**src/rtl/sbs_pkg.sv**
```systemverilog
package sbs_pkg;
  localparam int LANES  = 4;
  localparam int LANE_W = 9;
  localparam int DATA_W = LANES * LANE_W;
  typedef logic [LANES-1:0] lane_mask_t;
endpackage

```
**src/rtl/sbs_addr_ctrl.sv**
```systemverilog
module sbs_addr_ctrl #(
  parameter int ADDR_W = 6
) (
  input  logic              clk_i,
  input  logic              rst_ni,
  input  logic              hold_i,
  input  logic [ADDR_W-1:0] addr_i,
  input  logic              adsp_ni,
  input  logic              adsc_ni,
  input  logic              adv_ni,
  input  logic              ce1_ni,
  input  logic              ce2_i,
  input  logic              ce3_ni,
  output logic [ADDR_W-1:0] eff_addr_o,
  output logic              access_o,
  output logic              adsp_load_o,
  output logic              from_idle_o
);
  localparam int UP_W = ADDR_W - 2;

  logic            active_q;
  logic [UP_W-1:0] up_q;
  logic [1:0]      cnt_q;
  logic [1:0]      cnt_inc, cnt_use;
  logic            adsp_take, load, sel;

  // processor strobe counts only with ce1 asserted; it wins over the controller strobe
  assign adsp_take = !adsp_ni && !ce1_ni;
  assign load      = adsp_take || !adsc_ni;
  assign sel       = !ce1_ni && ce2_i && !ce3_ni;

  always_comb begin
    cnt_inc = cnt_q + 2'd1;
    cnt_use = adv_ni ? cnt_q : cnt_inc;
  end

  assign eff_addr_o  = load ? addr_i : {up_q, cnt_use};
  assign access_o    = load ? sel : active_q;
  assign adsp_load_o = adsp_take && sel;
  assign from_idle_o = !active_q;

  always_ff @(posedge clk_i or negedge rst_ni) begin
    if (!rst_ni) begin
      active_q <= 1'b0;
      up_q     <= '0;
      cnt_q    <= '0;
    end else if (!hold_i) begin
      if (load) begin
        active_q <= sel;
        if (sel) begin
          up_q  <= addr_i[ADDR_W-1:2];
          cnt_q <= addr_i[1:0];
        end
      end else if (active_q) begin
        cnt_q <= cnt_use;
      end
    end
  end
endmodule

```
**src/rtl/sbs_write_dec.sv**
```systemverilog
module sbs_write_dec
  import sbs_pkg::*;
(
  input  logic       en_i,
  input  logic       gw_ni,
  input  logic       bwe_ni,
  input  lane_mask_t bw_ni,
  output lane_mask_t we_o
);
  always_comb begin
    if (!en_i)        we_o = '0;
    else if (!gw_ni)  we_o = '1;
    else if (!bwe_ni) we_o = ~bw_ni;
    else              we_o = '0;
  end
endmodule

```
**src/rtl/sbs_mem_array.sv**
```systemverilog
module sbs_mem_array
  import sbs_pkg::*;
#(
  parameter int ADDR_W = 6
) (
  input  logic              clk_i,
  input  lane_mask_t        we_i,
  input  logic [ADDR_W-1:0] addr_i,
  input  logic [DATA_W-1:0] wdata_i,
  output logic [DATA_W-1:0] rdata_o
);
  localparam int DEPTH = 1 << ADDR_W;

  for (genvar l = 0; l < LANES; l++) begin : g_lane
    logic [LANE_W-1:0] store [DEPTH];
    always_ff @(posedge clk_i) begin
      if (we_i[l]) store[addr_i] <= wdata_i[l*LANE_W +: LANE_W];
    end
    assign rdata_o[l*LANE_W +: LANE_W] = store[addr_i];
  end
endmodule

```
**src/rtl/sbs_out_stage.sv**
```systemverilog
module sbs_out_stage
  import sbs_pkg::*;
(
  input  logic              clk_i,
  input  logic              rst_ni,
  input  logic              hold_i,
  input  logic              read_i,
  input  logic              from_idle_i,
  input  logic [DATA_W-1:0] word_i,
  input  logic              oe_ni,
  output logic [DATA_W-1:0] rdata_o,
  output logic              drive_o
);
  logic [DATA_W-1:0] data_q;
  logic              valid_q, mask_q;

  always_ff @(posedge clk_i or negedge rst_ni) begin
    if (!rst_ni) begin
      data_q  <= '0;
      valid_q <= 1'b0;
      mask_q  <= 1'b0;
    end else if (!hold_i) begin
      valid_q <= read_i;
      mask_q  <= read_i && from_idle_i;
      if (read_i) data_q <= word_i;
    end
  end

  assign rdata_o = data_q;
  // oe is asynchronous: not registered
  assign drive_o = valid_q && !mask_q && !oe_ni && !hold_i;
endmodule

```
**src/rtl/sync_burst_sram.sv**
```systemverilog
module sync_burst_sram
  import sbs_pkg::*;
#(
  parameter int ADDR_W = 6
) (
  input  logic              clk_i,
  input  logic              rst_ni,
  input  logic [ADDR_W-1:0] addr_i,
  input  logic              adsp_ni,
  input  logic              adsc_ni,
  input  logic              adv_ni,
  input  logic              ce1_ni,
  input  logic              ce2_i,
  input  logic              ce3_ni,
  input  logic              gw_ni,
  input  logic              bwe_ni,
  input  logic [LANES-1:0]  bw_ni,
  input  logic              oe_ni,
  input  logic              sleep_i,
  input  logic [DATA_W-1:0] wdata_i,
  output logic [DATA_W-1:0] rdata_o,
  output logic              drive_o
);
  logic [ADDR_W-1:0] eff_addr;
  logic              access, adsp_load, from_idle, wr_en, rd_en;
  lane_mask_t        lane_we;
  logic [DATA_W-1:0] mem_word;

  sbs_addr_ctrl #(.ADDR_W(ADDR_W)) u_addr (
    .clk_i, .rst_ni, .hold_i(sleep_i), .addr_i, .adsp_ni, .adsc_ni, .adv_ni,
    .ce1_ni, .ce2_i, .ce3_ni, .eff_addr_o(eff_addr), .access_o(access),
    .adsp_load_o(adsp_load), .from_idle_o(from_idle)
  );

  // processor-strobe cycles are reads only
  assign wr_en = access && !adsp_load && !sleep_i;

  sbs_write_dec u_wdec (
    .en_i(wr_en), .gw_ni, .bwe_ni, .bw_ni, .we_o(lane_we)
  );

  assign rd_en = access && !sleep_i && (lane_we == '0);

  sbs_mem_array #(.ADDR_W(ADDR_W)) u_mem (
    .clk_i, .we_i(lane_we), .addr_i(eff_addr), .wdata_i, .rdata_o(mem_word)
  );

  sbs_out_stage u_out (
    .clk_i, .rst_ni, .hold_i(sleep_i), .read_i(rd_en), .from_idle_i(from_idle),
    .word_i(mem_word), .oe_ni, .rdata_o, .drive_o
  );
endmodule

```
**config.mk**
```make
export PLATFORM = sky130hd
export DESIGN_NAME = sync_burst_sram
export DESIGN_NICKNAME = d
export VERILOG_FILES = /design/src/rtl/sbs_pkg.sv /design/src/rtl/sbs_addr_ctrl.sv /design/src/rtl/sbs_write_dec.sv /design/src/rtl/sbs_mem_array.sv /design/src/rtl/sbs_out_stage.sv /design/src/rtl/sync_burst_sram.sv
export SDC_FILE = /design/constraint.sdc
export NUM_CORES = 2
export LEC_CHECK = 0
export ABC_CLOCK_PERIOD_IN_PS = 3600
export CELL_PAD_IN_SITES_DETAIL_PLACEMENT = 1
export CELL_PAD_IN_SITES_GLOBAL_PLACEMENT = 2
export CORE_ASPECT_RATIO = 1.1
export CORE_UTILIZATION = 48
export DETAILED_ROUTE_END_ITERATION = 16
export PLACE_DENSITY = 0.77
export SLEW_MARGIN = 20
export SYNTH_ARGS = -nofsm -noshare
export SYNTH_HDL_FRONTEND = slang
export SYNTH_HIERARCHICAL = 1
export SYNTH_SLANG_ARGS = --single-unit
```
**constraint.sdc**
```tcl
create_clock -name clk_i -period 3.6 [get_ports clk_i]
set_clock_uncertainty 0.05 [all_clocks]
set_input_delay 0.54 -clock clk_i [delete_from_list [all_inputs] [get_ports clk_i]]
set_output_delay 0.54 -clock clk_i [all_outputs]
set_load 0.01 [all_outputs]
```
== Yosys cells after proc, flatten, opt, wreduce, memory -nomap -nowiden ==
Memories as Yosys holds them, arrays and structs flattened. A register that Yosys moved wholly into a read port is not among the register bits.
Cells that the tools add are included.
Word-level totals
  logic and storage cells: 61
  memory bits (writable): 2304
  register bits: 9
  input port bits: 58
  output and inout port bits: 37
  memories: 4
Memories
  u_mem.g_lane[0].store: words 64, bits a word 9, read ports 1, clocked after Yosys merged registers in 1, write ports 1, RTL line sbs_mem_array.sv:15  | logic [LANE_W-1:0] store [DEPTH];
  u_mem.g_lane[1].store: words 64, bits a word 9, read ports 1, clocked after Yosys merged registers in 1, write ports 1, RTL line sbs_mem_array.sv:15
  u_mem.g_lane[2].store: words 64, bits a word 9, read ports 1, clocked after Yosys merged registers in 1, write ports 1, RTL line sbs_mem_array.sv:15
  u_mem.g_lane[3].store: words 64, bits a word 9, read ports 1, clocked after Yosys merged registers in 1, write ports 1, RTL line sbs_mem_array.sv:15
Cells by class
  $add $sub $neg: 1
  reductions and logical operators: 31
  equality and inequality tests: 1
  bitwise operators: 2
  muxes and demuxes: 17
Operators by type and width (count)
  zero test 1 bit: 13
  logical AND 1 bit: 12
  2-to-1 mux 4 bit: 3
  2-to-1 mux 1 bit: 9
  2-to-1 mux 2 bit: 4
  2-to-1 mux 6 bit: 1
  AND reduction 3 bit: 2
  zero test 4 bit: 1
  NOT 4 bit: 1
  adder 2 x 1 -> 2 bit, second input constant: 1
  inequality test 2 bit, second input constant: 1
  AND reduction 2 bit: 1
  nonzero test 2 bit: 1
  logical OR 1 bit: 1
  NOT 1 bit: 1

== Logic depth before layout (Yosys ltp) ==
  depth in word-level cells: 11
  depth in mapped cells: 16
  mapped depth without buffers: 10

== By module ==
The synthesis kept the hierarchy.
Modules (own cells, without submodules)
  sbs_mem_array: seq. area each 69186.4 um^2, area each 87589.0 um^2, times used 1, cells an instance 5023
  sbs_out_stage: seq. area each 950.9 um^2, area each 1571.5 um^2, times used 1, cells an instance 84
  sbs_addr_ctrl: seq. area each 175.2 um^2, area each 506.7 um^2, times used 1, cells an instance 56
  sbs_write_dec: seq. area each 0.0 um^2, area each 45.0 um^2, times used 1, cells an instance 8
  sync_burst_sram: seq. area each 0.0 um^2, area each 21.3 um^2, times used 1, cells an instance 4

== Least setup slack after synthesis ==
No wires, ideal clock.
  kind: input to register
  start: input ce1_ni
  end: memory u_mem.g_lane[0].store[10][0], enable pin
  required time: 3.176 ns
  arrival time: 2.945 ns
  setup slack: 0.231 ns
  stages: 12
  setup time: 0.374 ns
  buffers on the path: 7
  cell sequence: o21a_4 > buf_4 > a21oi_1 > buf_6 > nor2b_1 > buf_2 > buf_2 > buf_2 > buf_1 > nand2_1 > clkbuf_1 > nor2_1
On the way
  elaborated cells on any way between the ends: 14
  those cells by class: mux: 5; reduce/logical: 9
RTL lines
  from (decl): RTL line sync_burst_sram.sv:12  | input logic ce1_ni,
  zero test 1 bit: RTL line sbs_addr_ctrl.sv:28  | assign adsp_take = !adsp_ni && !ce1_ni;
  logical AND 1 bit: RTL line sbs_addr_ctrl.sv:28
  logical OR 1 bit: RTL line sbs_addr_ctrl.sv:29  | assign load = adsp_take || !adsc_ni;
  2-to-1 mux 6 bit: RTL line sbs_addr_ctrl.sv:37  | assign eff_addr_o = load ? addr_i : {up_q, cnt_use};
  named net eff_addr[1]: RTL line sync_burst_sram.sv:24  | logic [ADDR_W-1:0] eff_addr;
  to (decl): RTL line sbs_mem_array.sv:15
The timed path passes the listed nets, and every way through them passes these cells.

== Worst setup path in the final report ==
  start: register u_addr.cnt_q[0]
  end: register u_out.data_q[29], in the netlist u_out/rdata_o[29], read port of u_mem.g_lane[3].store
On the way
  cells in the longest elaborated chain, start to end: 3
Ends and longest elaborated chain
  from (decl): RTL line sbs_addr_ctrl.sv:23  | logic [1:0] cnt_q;
  from (signal assigned): RTL line sbs_addr_ctrl.sv:52  | cnt_q <= addr_i[1:0];
  from (signal assigned): RTL line sbs_addr_ctrl.sv:55  | cnt_q <= cnt_use;
  adder 2 x 1 -> 2 bit: RTL line sbs_addr_ctrl.sv:33  | cnt_inc = cnt_q + 2'd1;
  2-to-1 mux 2 bit *: RTL line sbs_addr_ctrl.sv:34  | cnt_use = adv_ni ? cnt_q : cnt_inc;
  2-to-1 mux 6 bit *: RTL line sbs_addr_ctrl.sv:37
  named net eff_addr[0]: RTL line sync_burst_sram.sv:24
  to (decl): RTL line sbs_out_stage.sv:14  | logic [DATA_W-1:0] data_q;
Mark *: on every way through the listed nets, which the timed path passes. The rest lies on a longest branch.
A chain may end at the register's enable or synchronous reset.

==> impl_metrics.prom <==
# TYPE chip_impl_metric gauge
chip_impl_info{name="run_status",value="finished with violations"} 1
chip_impl_info{name="violations",value="setup timing"} 1
chip_impl_metric{name="fin_crit_sh",unit=""} 1.028
chip_impl_metric{name="crit_fanout",unit=""} 18
chip_impl_metric{name="power_leakage",unit="nW"} 36.98
chip_impl_metric{name="grt.total_usage",unit=""} 0.3277
chip_impl_metric{name="sequential_area_share_after_synthesis",unit=""} 0.7836
chip_impl_info{name="worstSetupStartpointType",value="register"} 1
chip_impl_metric{name="timing.max_slew.rel_slack",unit=""} 0.2027
chip_impl_metric{name="drt-vias-per-instance",unit=""} 6.587
chip_impl_metric{name="switching_share",unit=""} 0.2562
chip_impl_metric{name="power",unit="mW"} 64.01
chip_impl_metric{name="net_count_after_synthesis",unit=""} 5233
chip_impl_metric{name="max-vdd-ir-drop",unit="mV"} 0.5610
chip_impl_metric{name="holdPathStages",unit=""} 1
chip_impl_metric{name="finalWorstSetupSlack",unit="ns"} -0.1005
chip_impl_metric{name="overflow",unit=""} 0
chip_impl_metric{name="h_tree_depth",unit=""} 4
chip_impl_info{name="worstSetupPathType",value="reg -> reg"} 1
chip_impl_metric{name="floorplan.initialDensity",unit=""} 0.4827
chip_impl_info{name="synth_flop_cell",value="edfxtp_1"} 1
chip_impl_metric{name="instance_area_at_placement",unit="mm^2"} 0.1014
chip_impl_metric{name="routabilityCongestion",unit=""} 0.8954
chip_impl_metric{name="grt_pass1_wl",unit="mm"} 441.8
chip_impl_metric{name="tightest_slew",unit="ns"} 1.196
chip_impl_metric{name="synthCells",unit=""} 5175
chip_impl_metric{name="grt_max_degree",unit=""} 65
chip_impl_metric{name="core_area",unit="mm^2"} 0.1859
chip_impl_metric{name="clock_latency_of_the_later_clocked_register_in_the_worst_skew_pair",unit="ns"} 0.88
chip_impl_metric{name="place.port_buffers",unit=""} 94
chip_impl_info{name="min_delay_startpoint",value="wdata_i[10]"} 1
chip_impl_metric{name="die_height",unit="um"} 455.5
chip_impl_metric{name="synth_edf_count",unit=""} 2304
chip_impl_info{name="root_buffer",value="clkbuf_16"} 1
chip_impl_metric{name="worst_path_largest_cell_delay",unit="ns"} 0.41
chip_impl_metric{name="pwr_density_cell",unit="mW/mm^2"} 579.3
chip_impl_metric{name="die_width",unit="um"} 414.3
chip_impl_info{name="timing.critical_path.cells",value="buf_4 -> and2_1 -> o21ai_2 -> nand2_4 -> buf_12 -> and2_4 -> buf_12 -> buf_12 -> a221oi_1 -> nor2_1 -> o21ai_0 -> buf_4 -> nand4_1 -> or3_1 -> mux2_2"} 1
chip_impl_info{name="commonest_cells_after_routing_fill_and_taps_aside",value="2304 x edfxtp_1, 901 x buf_4, 531 x a221oi_1, 493 x nor2_1, 233 x clkbuf_16"} 1
chip_impl_metric{name="setup_viol",unit=""} 4
chip_impl_metric{name="cts_made_buffers",unit=""} 226
chip_impl_info{name="worst_r2r_startpoint",value="u_addr/cnt_q[0]$_DFFE_PN0P_"} 1
chip_impl_info{name="ys_top_cells_by_area",value="edfxtp_1 77%, a221oi_1 6.2%, nor2_1 2.3%"} 1
chip_impl_metric{name="placementRows",unit=""} 166
chip_impl_metric{name="maxClockFrequency",unit="MHz"} 270.2
chip_impl_info{name="critical_path.most_common_cell",value="buf_12"} 1
chip_impl_metric{name="detail_route.drc_violations",unit=""} 0
chip_impl_metric{name="async_set_or_reset_flop_fraction_in_the_synthesized_netlist",unit=""} 0.01916
chip_impl_metric{name="switchingPower",unit="mW"} 16.40
chip_impl_metric{name="synth_cell_type_count",unit=""} 65
chip_impl_metric{name="post_synth_instance_area",unit="mm^2"} 0.08973
chip_impl_metric{name="final_nets",unit=""} 6216
chip_impl_metric{name="yosys_register_bits",unit=""} 2349
chip_impl_metric{name="pwr-share-seq",unit=""} 0.483
chip_impl_metric{name="cp_num_buf_inv",unit=""} 5
chip_impl_metric{name="hpwl",unit="mm"} 208.8
chip_impl_metric{name="cp.required",unit="ns"} 4.31
chip_impl_metric{name="finalHoldViolCount",unit=""} 0
chip_impl_metric{name="die_area",unit="mm^2"} 0.1887
chip_impl_info{name="min_path_type",value="in -> reg"} 1
chip_impl_info{name="critical_path.slowest_cell",value="or3_1"} 1
chip_impl_info{name="grt_setup_unrepaired",value="true"} 1
chip_impl_info{name="crit_family",value="simple AND/OR/NAND/NOR gates"} 1
chip_impl_metric{name="drv_slew",unit=""} 0
chip_impl_metric{name="synthDominantCellAreaShare",unit=""} 0.7710
chip_impl_metric{name="tns",unit="ns"} -0.2024
chip_impl_metric{name="cp_data_arrival_time",unit="ns"} 4.41
chip_impl_info{name="worst_setup_path_end_kind",value="register"} 1
chip_impl_metric{name="routed-via-count",unit=""} 58004
chip_impl_metric{name="reg2regPathDepth",unit=""} 15
chip_impl_metric{name="fin_area",unit="mm^2"} 0.1105
chip_impl_metric{name="clock-sinks",unit=""} 2349
chip_impl_metric{name="drt_wl_total",unit="mm"} 315.3
chip_impl_metric{name="ys.warnings.count",unit=""} 6
chip_impl_info{name="layout.cells.most_common",value="edfxtp_1"} 1
chip_impl_metric{name="firstDrtPassIters",unit=""} 6
chip_impl_metric{name="max_cap_violations",unit=""} 0
chip_impl_metric{name="clock_power_share",unit=""} 0.382
chip_impl_metric{name="via_count_of_the_first_global_routing_pass",unit=""} 59743
chip_impl_metric{name="number_of_antenna_violations_at_the_first_check_in_global_routing",unit=""} 33
chip_impl_metric{name="ioPinCount",unit=""} 95
chip_impl_metric{name="drive_above_1_share",unit=""} 0.2888
chip_impl_metric{name="ff2ff_setup_slack",unit="ns"} -0.10
chip_impl_metric{name="clkTransAtPathRegs",unit="ns"} 0.06
chip_impl_metric{name="final_antenna_net_count",unit=""} 0
chip_impl_info{name="min_delay_worst_endpoint",value="u_mem/g_lane[1].store[28][1]$_DFFE_PP_"} 1
chip_impl_info{name="r2r-end",value="u_out/rdata_o[29]$_DFFE_PN0P_"} 1
chip_impl_info{name="tritoncts",value="yes"} 1
chip_impl_metric{name="internal_power",unit="mW"} 47.61
chip_impl_metric{name="initialDrtViolationCount",unit=""} 7084
chip_impl_metric{name="minimum_period_implied_by_the_final_worst_setup_slack",unit="ns"} 3.700
chip_impl_metric{name="number_of_buffers_on_the_longest_clock_path",unit=""} 3
chip_impl_metric{name="wl_per_cell",unit="um"} 35.81
chip_impl_info{name="synthDominantAreaCellType",value="edfxtp_1"} 1
chip_impl_metric{name="combinational_share_of_power",unit=""} 0.135
chip_impl_metric{name="syn_area_per_cell",unit="um^2"} 17.34
chip_impl_metric{name="layout-area-overhead-vs-synth",unit="%"} 23.13
cell usage after synthesis (4+ instances only):
library cell and number:
a21oi_1 85, a221o_1 18, a221oi_1 634, a22o_1 42, a22oi_1 178, a31oi_1 17, and2_1 7, buf_1 47
buf_2 116, buf_4 10, buf_6 15, clkbuf_1 206, dfrtp_1 45, edfxtp_1 2304, inv_1 6, mux2_1 4
mux2_2 74, mux2_4 30, mux2i_1 131, mux4_2 68, nand2_1 117, nand2b_1 7, nand3_1 19, nand4_1 19
nor2_1 539, nor2b_1 10, nor3_1 38, nor4_1 31, o21a_1 14, o21ai_0 142, o21ai_1 6, o221ai_1 7
o22a_1 4, o22ai_1 108, o32ai_1 7, or2_2 5, or3_1 17
state kept, by name, indices dropped and copies added, names as in the netlist:
name                count
u_out/rdata_o          36
u_addr/up_q             4
u_out/mask_q            1
u_out/valid_q           1
u_addr/cnt_q            2
u_addr/active_q         1
u_mem/g_lane.store   2304
cells by family after synthesis:
| kind of cell | after synthesis | share of synthesized area |
|---|---|---|
| AO/OA/AOI/OAI | 1288 | 0.1102 |
| XOR/XNOR | 1 | 0.00009762 |
| AND/OR/NAND/NOR | 827 | 0.03897 |
| multiplexers | 307 | 0.04649 |
| flip-flops | 2349 | 0.7836 |
| buffers and inverters | 403 | 0.02069 |
layout make-up:
class,instances,area [um^2]
Timing Repair Buffer,1152,10620
Fill cell,16446,75400
Multi-Input combinational cell,2423,18880
Inverter,6,35.03
Clock inverter,148,1567
Clock buffer,280,6003
Antenna cell,12,30.03
Tap cell,2436,3048
Sequential cell,2349,70310
worst max path at each step:
stage                                 from                                      to  slack [ns]  cells after the start
3_3_place_gp                        adv_ni           u_out/rdata_o[24]$_DFFE_PN0P_       -0.95                     14
6_report       u_addr/cnt_q[0]$_DFFE_PN0P_           u_out/rdata_o[29]$_DFFE_PN0P_       -0.10                     15
2_1_floorplan                       ce1_ni  u_mem/g_lane[0].store[10][0]$_DFFE_PP_        0.23                     12
3_5_place_dp                        adv_ni           u_out/rdata_o[24]$_DFFE_PN0P_       -1.07                     15
5_1_grt        u_addr/cnt_q[0]$_DFFE_PN0P_           u_out/rdata_o[29]$_DFFE_PN0P_       -0.14                     15
4_1_cts        u_addr/cnt_q[0]$_DFFE_PN0P_           u_out/rdata_o[24]$_DFFE_PN0P_       -0.11                     14
per-layer routing:
layer	part of all wire	GRT usage	up-vias	routed length [um]
met3	0.092	0.06573	852	29030
met2	0.47	0.5292	3273	149600
met1	0.37	0.4219	30426	118100
met4	0.059	0.1695	6	18600
li1	-	-	23447	-
met5	0.00014	0	-	44
power by group through the flow:
| stage | sequential, mW | clock, mW | combinational, mW |
|---|---|---|---|
| final | 30.9 | 24.4 | 8.66 |
| after global routing | 30.9 | 25.5 | 8.90 |
| after CTS | 30.9 | 24.6 | 8.22 |
| after detailed placement | 31.5 | 0 | 8.05 |
| after global placement | 31.5 | 0 | 7.85 |
| after floorplan | 31.0 | 0 | 3.37 |
through the flow:
| step | hold slack, ns | worst slack, ns | util | cells |
|---|---|---|---|---|
| after floorplan | 0.1944 | 0.2313 | - | 5175 |
| final | 0.1378 | -0.1005 | 0.5944 | 8806 |
| after CTS | 0.09918 | -0.1058 | 0.5882 | 8775 |
| after global routing | 0.1396 | -0.1387 | 0.5943 | 8797 |
| after global placement | 0.4037 | -0.9506 | 0.5455 | 8335 |
| after detailed placement | 0.4157 | -1.070 | 0.5455 | 8335 |
timing repair:
action	CTS	global route
hold buffers	1	0
endpoints found under the setup margin	333	101
resized for setup	76	199
gates cloned	0	3
hold endpoints to repair	45	0
pin swaps	6	26
buffers inserted	11	16
Power figures use the tool's default switching activity.
